==> config.mk <==
export PLATFORM = sky130hd
export DESIGN_NAME = abx_xfer_seq
export DESIGN_NICKNAME = d
export VERILOG_FILES = /design/src/rtl/abx_pkg.sv /design/src/rtl/abx_decode.sv /design/src/rtl/abx_addr_gen.sv /design/src/rtl/abx_byte_lane.sv /design/src/rtl/abx_xfer_seq.sv
export SDC_FILE = /design/constraint.sdc
export NUM_CORES = 1
export LEC_CHECK = 0
export BUFFER_PORTS_ARGS = -buffer_cell sky130_fd_sc_hd__buf_4
export CORE_MARGIN = 5
export CORE_UTILIZATION = 35
export CTS_CLUSTER_DIAMETER = 100
export CTS_CLUSTER_SIZE = 28
export DETAILED_ROUTE_END_ITERATION = 8
export MAX_ROUTING_LAYER = met4
export PLACE_DENSITY = 0.65
export SLEW_MARGIN = 40
export SYNTH_ARGS = -nofsm -noshare
export SYNTH_HDL_FRONTEND = slang
export SYNTH_SLANG_ARGS = --single-unit
export TNS_END_PERCENT = 100
==> constraint.sdc <==
create_clock -name clk -period 2.1 [get_ports clk]
set_input_delay 0.42 -clock clk [delete_from_list [all_inputs] [get_ports clk]]
set_output_delay 0.42 -clock clk [all_outputs]
set_load 0.01 [all_outputs]
==> src/rtl/abx_pkg.sv <==
package abx_pkg;
    localparam int BYTE_W  = 8;
    localparam int REG_W   = 32;
    localparam int ADDR_W  = 32;
    localparam int INSN_W  = 16;
    localparam int DISP_W  = 16;
    localparam int RNUM_W  = 3;
    localparam int STRIDE  = 2;
    localparam int LONG_BYTES = REG_W / BYTE_W;
    localparam int WORD_BYTES = LONG_BYTES / 2;
    localparam int CNT_W      = $clog2(LONG_BYTES);

    typedef enum logic [1:0] {
        ST_IDLE   = 2'd0,
        ST_ACCESS = 2'd1,
        ST_FINISH = 2'd2
    } abx_state_e;

    typedef struct packed {
        logic              hit;
        logic              bitop;
        logic              is_long;
        logic              to_mem;
        logic [RNUM_W-1:0] dnum;
        logic [RNUM_W-1:0] anum;
    } abx_dec_t;
endpackage

==> src/rtl/abx_decode.sv <==
module abx_decode
    import abx_pkg::*;
(
    input  logic [INSN_W-1:0] insn_i,
    output abx_dec_t          dec_o
);
    localparam logic [INSN_W-1:0] XFER_MASK  = 16'hF1F8;
    localparam logic [INSN_W-1:0] XFER_BASE  = 16'h0108;
    localparam logic [INSN_W-1:0] BITOP_MASK = 16'hF1C0;
    localparam logic [INSN_W-1:0] BITOP_BASE = 16'h0100;
    localparam int NVAR = 4;

    logic [NVAR-1:0] xfer_v;
    logic [NVAR-1:0] bitop_v;

    for (genvar k = 0; k < NVAR; k++) begin : g_var
        localparam logic [INSN_W-1:0] OPB = INSN_W'(k) << 6;
        assign xfer_v[k]  = (insn_i & XFER_MASK)  == (XFER_BASE  | OPB);
        assign bitop_v[k] = (insn_i & BITOP_MASK) == (BITOP_BASE | OPB);
    end

    always_comb begin
        dec_o.hit     = |xfer_v;
        dec_o.bitop   = (|bitop_v) & ~(|xfer_v);
        dec_o.is_long = insn_i[6];
        dec_o.to_mem  = insn_i[7];
        dec_o.dnum    = insn_i[11:9];
        dec_o.anum    = insn_i[2:0];
    end
endmodule

==> src/rtl/abx_addr_gen.sv <==
module abx_addr_gen #(
    parameter int ADDR_W = 32,
    parameter int DISP_W = 16,
    parameter int STRIDE = 2
) (
    input  logic              clk,
    input  logic              rst_n,
    input  logic              load_i,
    input  logic [ADDR_W-1:0] base_i,
    input  logic [DISP_W-1:0] disp_i,
    input  logic              step_i,
    output logic [ADDR_W-1:0] addr_o
);
    localparam int EXT_W = ADDR_W - DISP_W;

    logic [ADDR_W-1:0] addr_q;
    logic [ADDR_W-1:0] disp_ext;

    assign disp_ext = {{EXT_W{disp_i[DISP_W-1]}}, disp_i};

    always_ff @(posedge clk or negedge rst_n) begin
        if (!rst_n) begin
            addr_q <= '0;
        end else if (load_i) begin
            addr_q <= base_i + disp_ext;
        end else if (step_i) begin
            addr_q <= addr_q + ADDR_W'(STRIDE);
        end
    end

    assign addr_o = addr_q;
endmodule

==> src/rtl/abx_byte_lane.sv <==
module abx_byte_lane #(
    parameter int REG_W  = 32,
    parameter int BYTE_W = 8
) (
    input  logic              clk,
    input  logic              rst_n,
    input  logic              load_i,
    input  logic              is_long_i,
    input  logic [REG_W-1:0]  dreg_i,
    input  logic              long_q_i,
    input  logic              shift_i,
    input  logic [BYTE_W-1:0] rdata_i,
    output logic [BYTE_W-1:0] wbyte_o,
    output logic [REG_W-1:0]  result_o
);
    localparam int HALF_W = REG_W / 2;

    logic [REG_W-1:0]  sh_q;
    logic [HALF_W-1:0] hi_q;

    always_ff @(posedge clk or negedge rst_n) begin
        if (!rst_n) begin
            sh_q <= '0;
            hi_q <= '0;
        end else if (load_i) begin
            sh_q <= is_long_i ? dreg_i : {dreg_i[HALF_W-1:0], {HALF_W{1'b0}}};
            hi_q <= dreg_i[REG_W-1:HALF_W];
        end else if (shift_i) begin
            sh_q <= {sh_q[REG_W-BYTE_W-1:0], rdata_i};
        end
    end

    assign wbyte_o  = sh_q[REG_W-1 -: BYTE_W];
    assign result_o = long_q_i ? sh_q : {hi_q, sh_q[HALF_W-1:0]};
endmodule

==> src/rtl/abx_xfer_seq.sv <==
module abx_xfer_seq
    import abx_pkg::*;
(
    input  logic              clk,
    input  logic              rst_n,
    input  logic              start_i,
    input  logic [15:0]       insn_i,
    input  logic [15:0]       disp_i,
    input  logic [31:0]       areg_i,
    input  logic [31:0]       dreg_i,
    output logic              hit_o,
    output logic              bitop_o,
    output logic [2:0]        dreg_num_o,
    output logic [2:0]        areg_num_o,
    output logic              busy_o,
    output logic              done_o,
    output logic              mem_req_o,
    output logic              mem_we_o,
    output logic [31:0]       mem_addr_o,
    output logic [7:0]        mem_wdata_o,
    input  logic              mem_ack_i,
    input  logic [7:0]        mem_rdata_i,
    output logic [31:0]       result_o,
    output logic              result_we_o
);
    abx_dec_t          dec;
    abx_state_e        state_q, state_d;
    logic [CNT_W-1:0]  cnt_q;
    logic [CNT_W-1:0]  last_idx;
    logic              long_q, store_q;
    logic              accept, last, beat, step;
    logic [BYTE_W-1:0] wbyte;

    abx_decode u_dec (
        .insn_i (insn_i),
        .dec_o  (dec)
    );

    assign accept   = (state_q == ST_IDLE) && start_i && dec.hit;
    assign last_idx = long_q ? CNT_W'(LONG_BYTES - 1) : CNT_W'(WORD_BYTES - 1);
    assign last     = (cnt_q == last_idx);
    assign beat     = (state_q == ST_ACCESS) && mem_ack_i;
    assign step     = beat && !last;

    // next state
    always_comb begin
        state_d = state_q;
        unique case (state_q)
            ST_IDLE:   if (accept) state_d = ST_ACCESS;
            ST_ACCESS: if (beat && last) state_d = ST_FINISH;
            ST_FINISH: state_d = ST_IDLE;
            default:   state_d = ST_IDLE;
        endcase
    end

    // state register and transfer context
    always_ff @(posedge clk or negedge rst_n) begin
        if (!rst_n) begin
            state_q <= ST_IDLE;
            cnt_q   <= '0;
            long_q  <= 1'b0;
            store_q <= 1'b0;
        end else begin
            state_q <= state_d;
            if (accept) begin
                cnt_q   <= '0;
                long_q  <= dec.is_long;
                store_q <= dec.to_mem;
            end else if (step) begin
                cnt_q <= cnt_q + CNT_W'(1);
            end
        end
    end

    abx_addr_gen #(
        .ADDR_W (ADDR_W),
        .DISP_W (DISP_W),
        .STRIDE (STRIDE)
    ) u_addr (
        .clk    (clk),
        .rst_n  (rst_n),
        .load_i (accept),
        .base_i (areg_i),
        .disp_i (disp_i),
        .step_i (step),
        .addr_o (mem_addr_o)
    );

    abx_byte_lane #(
        .REG_W  (REG_W),
        .BYTE_W (BYTE_W)
    ) u_lane (
        .clk       (clk),
        .rst_n     (rst_n),
        .load_i    (accept),
        .is_long_i (dec.is_long),
        .dreg_i    (dreg_i),
        .long_q_i  (long_q),
        .shift_i   (beat),
        .rdata_i   (mem_rdata_i),
        .wbyte_o   (wbyte),
        .result_o  (result_o)
    );

    // outputs
    always_comb begin
        hit_o       = dec.hit;
        bitop_o     = dec.bitop;
        dreg_num_o  = dec.dnum;
        areg_num_o  = dec.anum;
        busy_o      = (state_q != ST_IDLE);
        mem_req_o   = 1'b0;
        done_o      = 1'b0;
        unique case (state_q)
            ST_IDLE:   ;
            ST_ACCESS: mem_req_o = 1'b1;
            ST_FINISH: done_o    = 1'b1;
            default:   ;
        endcase
        mem_we_o    = mem_req_o && store_q;
        mem_wdata_o = mem_we_o ? wbyte : '0;
        result_we_o = done_o && !store_q;
    end
endmodule

Word level (Yosys, flattened, before mapping)

Cells that the tools add are included.

Add/subtract/negate cells: 3
Multipliers: 0
Div/mod/pow operators: 0
$lt $le $gt $ge: 0
Equality and inequality tests: 13
Shift-type cells: 0
Mux-type cells: 15
Bitwise logic cells: 2
Reductions and logical operators: 16

Operator list:

| kind                  | number |
|---|---|
| $mux 32               | 6 |
| $eq 10x6->1 const B   | 4 |
| $add 32x2->32 const B | 1 |
| $add 32x32->32        | 1 |
| $eq 7x3->1 const B    | 4 |
| $mux 2                | 5 |
| $mux 8                | 1 |
| $reduce_or 4->1       | 2 |
| $logic_and 1x1->1     | 7 |
| $reduce_bool 2->1     | 3 |
| $pmux 2 s2            | 1 |
| $add 2x1->2 const B   | 1 |
| $eq 2x1->1 const B    | 1 |
| $eq 2x2->1            | 1 |
| $eq 2x2->1 const B    | 1 |
| $logic_not 1->1       | 2 |
| $logic_not 2->1       | 1 |
| $mux 1                | 2 |
| $ne 2x1->1 const B    | 1 |
| $ne 2x2->1 const B    | 1 |
| $reduce_and 2->1      | 1 |
| $and 1x1->1           | 1 |
| $not 1->1             | 1 |

Bits in registers: 86
Latch bits: 0
RAM bits: 0
Memory bits (read-only): 0
Input bits: 108
Output and inout bits: 85
Logic and storage cells: 56
Memories: 0

Longest topological paths before layout

Word-level depth: 6
Depth in mapped cells: 9
Mapped depth without buffers: 9

Cells and area by module

Synthesis repeated with hierarchy kept, for this count alone.

Cell total of the unflattened synthesis: 671
Area total of the unflattened synthesis: 6,635.1 sq um

Modules (own cells, without submodules):

| module        | instances | cells each | area an instance (sq um) | sequential area each (sq um) |
|---|---|---|---|---|
| abx_addr_gen  | 1         | 416        | 3,479.6                  | 800.8 |
| abx_byte_lane | 1         | 203        | 2,683.8                  | 1,201.2 |
| abx_xfer_seq  | 1         | 39         | 366.6                    | 150.1 |
| abx_decode    | 1         | 13         | 105.1                    | 0.0 |

Worst setup path before layout

OpenSTA, ideal clock, no wires.

Kind: in2reg
Start point: input port disp_i[0]
End point: register u_addr.addr_q[22], in the netlist u_addr.addr_o[22]
Setup time: 0.094 ns
Data arrival time: 2.454 ns
Required time: 2.006 ns
Slack: -0.448 ns
Stages: 9
Path buffers: 0
Cells stage by stage: ha_1 fa_1 a21o_1 a221oi_2 o32ai_1 o21a_1 o21a_1 o211a_1 a211oi_1

Word-level cells in the longest chain between the ends: 2

Ends and longest elaborated chain:

| element                | RTL line           | RTL |
|---|---|---|
| start: declaration     | abx_xfer_seq.sv:8  | `input logic [15:0] disp_i,` |
| $add 32x32->32         | abx_addr_gen.sv:25 | `addr_q <= base_i + disp_ext;` |
| $mux 32                | abx_addr_gen.sv:24 | `end else if (load_i) begin` |
| end signal: assignment | abx_addr_gen.sv:25 |  |
| end signal: assignment | abx_addr_gen.sv:27 | `addr_q <= addr_q + ADDR_W'(STRIDE);` |
| end: declaration       | abx_addr_gen.sv:16 | `logic [ADDR_W-1:0] addr_q;` |

No other way between the ends.
A chain may end at the register's enable or synchronous reset.

Worst setup path in the final report

Same ends and word-level chain as after synthesis.

==> metrics.csv <==
stage,metric,value,unit
run_status,status,finished with violations,
run_status,violations,negative setup slack,
clock_network,numCtsBuffers,9,
sta,period_needed,2.237,ns
synth,syn_inst,800,
synth,synth.yosys.warnings,0,
setup_path,cp.required,2.36,ns
placed_design,port_buffers,180,
sta,hold_ws,0.06303,ns
synth,yosys_register_bits,86,
power_and_ir_drop,seqPwrFrac,36.9,%
power_and_ir_drop,ir_drop,0.3232,mV
route,wl,21.77,mm
placed_design,hpwl,17.21,mm
power_and_ir_drop,clkPwrFrac,25.7,%
setup_path,critPathBufInv,1,
power_and_ir_drop,internal_power,0.003953,W
placed_design,place.gp.congestion,0.8884,
clock_network,htree_num_levels,3,
floorplanning,core_area,18150,sq um
sta,final-setup-viol-count,7,
setup_path,cp-end-kind,flip-flop,
clock_network,tritoncts,built,
sta,finalHoldViolCount,0,
floorplanning,die_w,146.4,microns
sta,slew_headroom,61.48,%
global_route,grt_pass1_vias,6905,
synth,synthDistinctLibCells,65,
floorplanning,initial_utilization,35.90,%
synth,syn-num-nets,941,
global_route,grt_overflow,0,
finish,final_cell_mix,"buf_4 (339), nand2_1 (165), dfrtp_1 (86)",
setup_path,worstRegToRegCells,8,
global_route,grt_max_degree,43,
floorplanning,die_y,146.4,microns
min_path,hold_class,in -> async,
synth,synthSimpleGateAreaFrac,23.33,%
clock_network,cts_hold_buf,0,
synth,ys.flop_type,dfrtp_1,
synth,syn_area,6515,sq um
clock_network,cts-root-buf,clkbuf_16,
global_route,grt_antenna_before_repair,0,
route,firstDrtPassIters,5,
power_and_ir_drop,leakagePower,4.830,nW
synth,synth_compound_area_share,20.41,%
floorplanning,rows,49,
route,wire_per_inst,16.39,microns
setup_path,max_stage_delay,0.34,ns
route,drc,0,
synth,synth_xor_xnor_area_share,6.703,%
power_and_ir_drop,powerDensity,595.3,nW/um^2
sta,timing.setup.tns,-0.3922,ns
finish,drive_gt1_share,40.58,%
power_and_ir_drop,combinationalPowerShare,37.3,%
floorplanning,ios,193,
finish,n_antenna_cell,0,
finish,area_delta_synth_final,51.51,%
power_and_ir_drop,sw_frac_of_total,32.73,%
finish,layout_commonest_cell,buf_4,
route,viasPerCell,5.192,
global_route,track_usage,20.24,%
placed_design,dp_slack,-0.5051,ns
synth,ys_seq_area_share,33.03,%
route,vias,6895,
finish,post-route-util,54.39,%
setup_path,reg2reg_slack,0.04,ns
finish,fin_nets,1236,
power_and_ir_drop,p_switching,0.001923,W
setup_path,crit_family,compound AO/OA/AOI/OAI gates,
sta,post-route-period-util,106.5,%
job,cap_violations,0,
clock_network,cts_max_path_buffers,2,
sta,worst-slew-pin-transition,0.5778,ns
synth,synth_edf_count,0,
clock_network,path_clk_slew,0.06,ns
sta,fmax,447.1,MHz
sta,skew,0.006602,ns
floorplanning,dieArea,21440,sq um
sta,drv_slew,0,
setup_path,r2r_start,u_addr.addr_o[2],
power_and_ir_drop,p_total,0.005876,W
clock_network,clk_latency,0.35,ns
synth,synth_adder_area_share,6.453,%
setup_path,start_kind,primary input,
synth,syn_area_per_cell,8.144,sq um
global_route,grt_pass1_wl,34.95,mm
sta,setup_slack,-0.1366,ns
route,postRouteAntennaNets,0,
sta,rsz0062_at_grt,yes,
setup_path,cp_slowest_cell,a221oi_4,
setup_path,worstSetupPathType,in -> reg,
synth,synth_top_family_by_area,simple AND/OR/NAND/NOR gates,
synth,async_flop_share,100.0,%
synth,synth_mux_area_share,4.148,%
setup_path,cp.arrival,2.50,ns
clock_network,clkSinkCount,86,
setup_path,path_max_fanout,4,
route,dr.first_iter.drc_count,345,
setup_path,path_cells,"buf_6, ha_4, fa_2, a21o_1, a221oi_4, o32ai_4, o21a_1, o21a_4, o211a_1, a211oi_2",
setup_path,r2r_end,u_addr.addr_o[25],
## sequential cells by signal, indices dropped and copies added, names as in the netlist
name / flops
u_lane.sh_q: 32
cnt_q: 2
u_addr.addr_o: 32
u_lane.hi_q: 16
store_q: 1
long_q: 1
state_q: 2
## cell type report
class                   count  area, sq um
multi-input cells         636         4383
clock inverters             4        22.52
repair buffers            351         2733
flip-flops and latches     86         2152
fillers                  1699         8277
inverters                  11        41.29
clock buffers              11        252.7
well taps                 229        286.5
## worst max path at each step
stage | from | to | cells past startpoint
CTS | disp_i[0] | u_addr.addr_o[22] | 10
global placement | disp_i[0] | u_addr.addr_o[22] | 10
floorplan | disp_i[0] | u_addr.addr_o[22] | 9
global route | disp_i[0] | u_addr.addr_o[22] | 10
detailed placement | disp_i[0] | u_addr.addr_o[22] | 10
finish | disp_i[0] | u_addr.addr_o[22] | 10
## metrics by stage
stage,cells,instance area (sq um)
finish,1328,9871
global route,1328,9871
CTS,1324,9722
detailed placement,1305,9350
global placement,1305,9350
floorplan,800,6766
## power by group through the flow
stage                     sequential (W)  combinational [W]  clock, W
after global routing             0.00221            0.00241   0.00161
final                            0.00217            0.00219   0.00151
after CTS                        0.00217            0.00216   0.00154
after global placement           0.00220            0.00206         0
after detailed placement         0.00220            0.00208         0
after floorplan                  0.00218            0.00112         0
## cell usage after synthesis, types with 9 or more instances
library cell	count	share of area (%)
ha_1	32	6.1
mux2_2	16	2.8
a31oi_1	31	3.0
a21oi_1	61	4.7
buf_4	22	2.5
dfrtp_1	86	33
o21ai_0	22	1.7
inv_1	11	0.63
and3_1	18	1.7
nor2_1	51	2.9
a21o_1	14	1.6
mux2i_1	9	1.4
nor2b_1	19	1.8
clkbuf_1	39	2.2
xnor2_1	26	3.5
a211oi_1	15	1.7
nand2_1	166	9.6
xor2_1	22	3.0
nor3_1	10	0.77
nand3_1	23	1.8
## cell families after synthesis
| kind of cell | after synthesis |
|---|---|
| flip-flops | 86 |
| AND/OR/NAND/NOR | 328 |
| multiplexers | 25 |
| XOR/XNOR | 49 |
| adder cells (fa/ha/maj) | 33 |
| buffers and inverters | 78 |
| AO/OA/AOI/OAI | 201 |
## layer usage
metal | wire length (microns) | global-route usage, % | share of wire (%) | vias up
met4 | 254 | 4.186 | 1.2 | 0
met1 | 9888 | 26.35 | 45 | 3263
met5 | 0 | - | 0 | -
met2 | 10470 | 33.04 | 48 | 179
met3 | 1154 | 3.905 | 5.3 | 21
li1 | - | - | - | 3432
## repair_timing
| item | in CTS | in global routing |
|---|---|---|
| pin swaps | 12 | 20 |
| buffers inserted | 4 | 4 |
| setup endpoints to repair | 8 | 21 |
| hold endpoints to repair | 0 | 0 |
| gates resized for setup | 12 | 31 |
(Power assumes the default switching activity.)
